### src/rtl/ext_seq_regs.sv
module ext_seq_regs #(
  parameter logic [7:0] CHIP_ID  = 8'hD3,
  parameter logic [7:0] NEW_INV  = 8'h02,
  parameter int         POST_BIT = 4
) (
  input  logic       clk,
  input  logic       rst_n,
  input  logic       idx_wr,
  input  logic       dat_wr,
  input  logic       dat_rd,
  input  logic [7:0] wdata,
  input  logic [1:0] misc_sel,
  output logic [7:0] rdata,
  output logic       new_set,
  output logic       post_alt,
  output logic [3:0] clk_sel,
  output logic [1:0] clk_div
);
  logic [7:0] idx_q, r0c, r0d_o, r0d_n, r0e_o, r0e_n, r0f;
  logic       mode_q;
  logic [3:0] clk_q;

  wire at_b = (idx_q == 8'h0B);
  wire at_c = (idx_q == 8'h0C);
  wire at_d = (idx_q == 8'h0D);
  wire at_e = (idx_q == 8'h0E);
  wire at_f = (idx_q == 8'h0F);

  always_ff @(posedge clk) begin
    if (!rst_n) begin
      idx_q  <= '0;
      r0c    <= '0;
      r0d_o  <= '0;
      r0d_n  <= '0;
      r0e_o  <= '0;
      r0e_n  <= '0;
      r0f    <= '0;
      mode_q <= 1'b0;
      clk_q  <= '0;
    end else begin
      if (idx_wr) idx_q <= wdata;
      if (dat_wr && at_c) r0c <= wdata;
      if (dat_wr && at_f) r0f <= wdata;
      if (dat_wr && at_d) begin
        if (mode_q) begin
          r0d_n <= wdata;
          clk_q <= {wdata[6], wdata[0], misc_sel};
        end else begin
          r0d_o <= wdata;
        end
      end
      if (dat_wr && at_e) begin
        if (mode_q) r0e_n <= wdata ^ NEW_INV;
        else        r0e_o <= wdata;
      end
      if (dat_wr && at_b)      mode_q <= 1'b0;
      else if (dat_rd && at_b) mode_q <= 1'b1;
    end
  end

  always_comb begin
    case (idx_q)
      8'h0B:   rdata = CHIP_ID;
      8'h0C:   rdata = r0c;
      8'h0D:   rdata = mode_q ? r0d_n : r0d_o;
      8'h0E:   rdata = mode_q ? r0e_n : r0e_o;
      8'h0F:   rdata = r0f;
      default: rdata = 8'h00;
    endcase
  end

  assign new_set  = mode_q;
  assign post_alt = r0c[POST_BIT];
  assign clk_sel  = clk_q;
  assign clk_div  = r0d_n[2:1];

  wire undef_idx = !(at_b || at_c || at_d || at_e || at_f);

  assert_id_read_new_R2: assert property (@(posedge clk) disable iff (!rst_n)
    (dat_rd && !dat_wr && at_b) |=> new_set);
  assert_write_old_R3: assert property (@(posedge clk) disable iff (!rst_n)
    (dat_wr && at_b) |=> !new_set);
  assert_post_flag_R6: assert property (@(posedge clk) disable iff (!rst_n)
    (dat_wr && at_c) |=> post_alt == $past(wdata[POST_BIT]));
  assert_clk_hold_R7: assert property (@(posedge clk) disable iff (!rst_n)
    !(dat_wr && at_d && new_set) |=> $stable(clk_sel));
  assert_div_load_R8: assert property (@(posedge clk) disable iff (!rst_n)
    (dat_wr && at_d && new_set) |=> clk_div == $past(wdata[2:1]));
  assert_undef_quiet_R10: assert property (@(posedge clk) disable iff (!rst_n)
    (dat_wr && undef_idx && !dat_rd) |=>
      $stable({r0c, r0d_o, r0d_n, r0e_o, r0e_n, r0f, clk_q, mode_q}));
endmodule

### config.mk
export PLATFORM = sky130hd
export DESIGN_NAME = ext_seq_regs
export DESIGN_NICKNAME = d
export VERILOG_FILES = /design/src/rtl/ext_seq_regs.sv
export SDC_FILE = /design/constraint.sdc
export NUM_CORES = 1
export LEC_CHECK = 0
export ABC_AREA = 1
export BUFFER_PORTS_ARGS = -buffer_cell sky130_fd_sc_hd__buf_4
export CORE_UTILIZATION = 35
export CTS_CLUSTER_DIAMETER = 30
export DETAILED_ROUTE_END_ITERATION = 12
export GPL_ROUTABILITY_DRIVEN = 0
export PLACE_DENSITY = 0.51
export SLEW_MARGIN = 20
export SYNTH_ARGS = -nofsm -noshare
export SYNTH_HDL_FRONTEND = slang
export SYNTH_SLANG_ARGS = --single-unit
### constraint.sdc
create_clock -name clk -period 2.6 [get_ports clk]
set_clock_uncertainty 0.15 [all_clocks]
set_input_delay 0.13 -clock clk [delete_from_list [all_inputs] [get_ports clk]]
set_output_delay 0.13 -clock clk [all_outputs]
set_load 0.005 [all_outputs]
==> Word level (Yosys, flattened, before mapping) <==
Cells that the tools add are included.
{ "word_totals": {"latchBits": 0, "rom_bits": 0, "regBits": 61, "elab_cells": 31, "output_inout_bits": 16, "ram_bits": 0, "input_bits": 15, "n_memories": 0} }
{ "op_classes": {"bitwise": 3, "n_lt_le_gt_ge": 0, "reduce_logical": 11, "eq_ne": 5, "mux": 3, "n_shift": 0, "add_sub_neg": 0, "div_mod_pow": 0, "multipliers": 0} }
{ "ops": {"columns": ["op", "count"], "rows": [
  ["== test 8 x 4 -> 1 bit (second input constant)", 5],
  ["case mux 8 bit (5 select lines)", 1],
  ["two-way mux 8 bit", 2],
  ["AND reduction 2 bit", 4],
  ["logical AND 1 bit", 6],
  ["inverter 1 bit", 3],
  ["OR reduction 2 bit", 1]
]} }

==> Depth between registers and ports, before layout <==
{ "logic_depth": {"word_depth": 3, "ltp_mapped": 9} }

==> Least setup slack after synthesis <==
No wires, ideal clock.
{ "synth_timing": {"kind": "register to output", "from": "register mode_q, in the netlist new_set", "to": "output port rdata[2]", "path_stages_with_launch": 6, "t_arrival_ps": 1094, "path_buffers": 2, "slack_ps": 1226, "path_cell_list": "dfxtp_1 buf_2 clkbuf_1 o21ai_0 nand2_1 nand4_1"} }
{ "synth_via": {"elab_chain_cells": 2, "word_cells_on_any_way": 3, "classes_between": "mux (3)"} }
{ "synth_lines": {"columns": ["element", "line", "text"], "rows": [
  ["start, declared", "20", "logic mode_q;"],
  ["start signal, assigned", "38", "mode_q <= 1'b0;"],
  ["start signal, assigned", "56", "if (dat_wr && at_b) mode_q <= 1'b0;"],
  ["start signal, assigned", "57", "else if (dat_rd && at_b) mode_q <= 1'b1;"],
  ["two-way mux 8 bit, on equally long branches", "66, 65", null],
  ["case mux 8 bit (5 select lines) *", "62", "case (idx_q)"],
  ["end, declared", "13", "output logic [7:0] rdata,"]
]} }
Mark *: on every way between the ends. The rest lies on a longest branch, timed or not.

==> Final worst setup path <==
{ "layout_timing": {"from": "register idx_q[3]", "to": "output port rdata[2]"} }
{ "layout_via": {"elab_chain_cells": 2, "word_cells_on_any_way": 6, "classes_between": "eq/ne (5); mux (1)"} }
{ "layout_lines": {"columns": ["element", "line", "text"], "rows": [
  ["start, declared", "19", "logic [7:0] idx_q, r0c, r0d_o, r0d_n, r0e_o, r0e_n, r0f;"],
  ["start signal, assigned", "41", "if (idx_wr) idx_q <= wdata;"],
  ["== test 8 x 4 -> 1 bit", "62", null],
  ["case mux 8 bit (5 select lines) *", "62", null]
]} }
Marks and branches as above.

==> results by group <==
Timing
  • Setup TNS: 0 ps
  • Final setup viols: 0
  • Final Slew Violations: 0
  • Final min period: between 2000 and 2500 ps
  • Least-Margin Pin Slew: approximately 780 ps
  • Max Fclk: about 0.43 GHz
  • RSZ-0062 raised after global routing: false
  • Hold Violations, Final: 0
  • Tcrit/Tclk final: 0.903
  • Slew HR: 0.481

Synthesis
  • Syn Inst Count: 520
  • Avg Cell Area, Syn: 6.31 sq um
  • Area contributors post-synth: dfxtp_1 (36%), nand2_1 (16%), inv_1 (11%)
  • Synthesized Nets: roughly 540
  • Seq/Total Area, Yosys: 0.360
  • Synth Warn #: 0
  • Mapped cell area: roughly 3300 sq um
  • Top-area cell type share of the netlist area: 0.360
  • Leading area contributor after synthesis: dfxtp_1
  • Yosys cell types: 26
  • Synth Register Bits: 59

GRT
  • First-pass GRT wire length: 13900 um
  • GRT overflow: 0
  • Largest net degree at the start of global routing: 60
  • Initial antenna violation count: 0
  • Vias in the first global route: about 2.8k
  • Total Routing Usage GR: 0.184

Setup path
  • R2r setup slk: 750 ps
  • Crit path buf inv count: 2
  • Critical Path, Cell by Cell: nand2_2 > inv_2 > nand3_1 > nor2_1 > nand2_1 > nand4_1 > buf_4
  • CP Capture Type: primary output
  • CP Data Arrival Time: 2070 ps
  • Critical path type: reg -> out
  • CP top delay family: simple AND/OR/NAND/NOR gates
  • Slowest CP cell: nor2_1
  • WP data required: 2320 ps
  • Worst stage delay on the critical path: ~620 ps
  • Startpoint types: flop
  • Crit-path max FO: 11

Floorplanning
  • Starting Density: 0.369
  • Ports: 31
  • Die height: just under 100 um
  • Core area: slightly below 9000 sq um
  • Row count: 34
  • Die Wd: between 90 and 100 um
  • Die footprint: slightly below 10000 sq um

Cells and area
  • Number of fill cells: about 980
  • Multi-input gate area: between 1500 and 2000 sq um
  • NumNets Final: ~560
  • Syn-to-layout area delta: 15.1%
  • Seq. cell area: 1180 sq um
  • Final std cells w/o fill: roughly 660
  • Final instance area: approximately 3800 sq um
  • Share of cells above drive strength 1: 0.131
  • Diodes inserted: 0

Place
  • Dpl cells: ~630
  • Detailed-placement wirelength estimate: about 5700 um
  • # port buffers: 30
  • Post-DP Area: about 3500 sq um

Run status
  • Status: completed

Hold path
  • Class of the worst hold path: in -> reg

Drt
  • Initial DRC count: approximately 130
  • Routed len/inst: 12.8 um
  • Max Used Layer: met4
  • Drt drc: 0
  • Met2 wire len: about 3900 um
  • WL final: approximately 8400 um
  • M1 WL: ~4000 um
  • Vias: around 3.0k
  • Final ANT Viol Nets: 0
  • Met3 WL: 375 um
  • Vias per std cell: between 4 and 5
  • Drt pass-1 iters: 4

CTS
  • CTS Buf Count: 9
  • CTS tree: built
  • Root buf cell: clkbuf_8
  • Clock Sinks: a little under 60
  • Clock Pin Slew Worst Setup and Hold Paths: about 70 ps
  • Clock Latency Late Sink: roughly 340 ps
  • Post-CTS resize count: 0
  • Clock Tree Buf Depth: 2
  • H-tree depth: 3

Flow run
  • Max Cap Viol: 0

Power
  • Leakage power total: around 0.0018 uW
  • Power Dens Cells: approximately 480 nW/um^2
  • Max IR drop VDD: ~0.00021 V
## state kept, by name (all words and copies together) (netlist names)
register	count
r0c	8
new_set	1
r0f	8
r0d_o	8
idx_q	8
r0e_n	8
r0d_n	8
r0e_o	8
clk_sel	2
## cells in the mapped netlist, drive strengths merged
library cell  instances
a21oi                12
inv                  99
buf                  26
dfxtp                59
o21ai                26
nand3                16
nor2                 87
clkinv                1
nand4                41
nand3b                1
nand2               145
clkbuf                5
nor3                  2
## cells in the final DEF (no fill, tap or decap), drive strengths merged
| master | instances |
|---|---|
| nor3 | 2 |
| clkbuf | 11 |
| buf | 35 |
| nor2 | 87 |
| o21ai | 26 |
| nand4 | 41 |
| inv | 99 |
| dlygate4sd3 | 12 |
| clkinv | 4 |
| nand3b | 1 |
| nand2 | 145 |
| a21oi | 12 |
| dfxtp | 59 |
| nand3 | 16 |
## report_power, final
group | total, uW | switching (uW) | internal, uW
clock network | 736 | 354 | 382
registers | 924 | 9.30 | 914
logic | 148 | 97.9 | 49.9
total | 1810 | 461 | 1350
## logic make-up (layout without fill, tap and decap cells)
group / Yosys count / in the layout / share of synthesized area
DFF: 59 / 59 / 0.360
and+or+nand+nor: 292 / 292 / 0.409
buffers and inverters: 131 / 161 / 0.173
AOI/OAI and AO/OA: 38 / 38 / 0.0580
## worst min-delay path, stage by stage
cell and delay, ps:
buf_4 220, nand3_1 120, nand2_1 50, nor2_1 70
## through the flow
step / hold WS (ps) / power [uW] / worst slack, ps / utilization
after global routing: 149 / 1880 / 99.2 / 0.425
after CTS: 128 / 1830 / 258 / 0.425
after floorplan: 115 / 1040 / 1230 / -
after global placement: 213 / 1080 / 622 / 0.392
final: 137 / 1810 / 252 / 0.425
after detailed placement: 222 / 1080 / 634 / 0.392
## worst paths after layout
check                start  depth (start not counted)       end
setup / recovery  idx_q[3]                          7  rdata[2]
hold / removal      dat_wr                          4    r0c[4]
setup reg to reg  idx_q[3]                          7    r0c[7]
hold reg to reg     r0c[1]                          2    r0c[1]
## timing repair
action	in CTS	in global routing
buffers inserted	0	0
hold buffers	12	0
hold endpoints to repair	20	0
## layout make-up
class,count,area share
Multi-Input combinational cell,330,0.406
Sequential cell,59,0.313
Timing Repair Buffer,47,0.101
Inverter,100,0.0997
Clock buffer,11,0.0401
Tap cell,108,0.0358
Clock inverter,3,0.00398
## metal layers
layer,global-route usage,up-vias
li1,-,1637
met1,0.243,1298
met2,0.306,64
met3,0.0348,10
met4,0.0482,0
met5,0,-
Power figures use the tool's default switching activity.
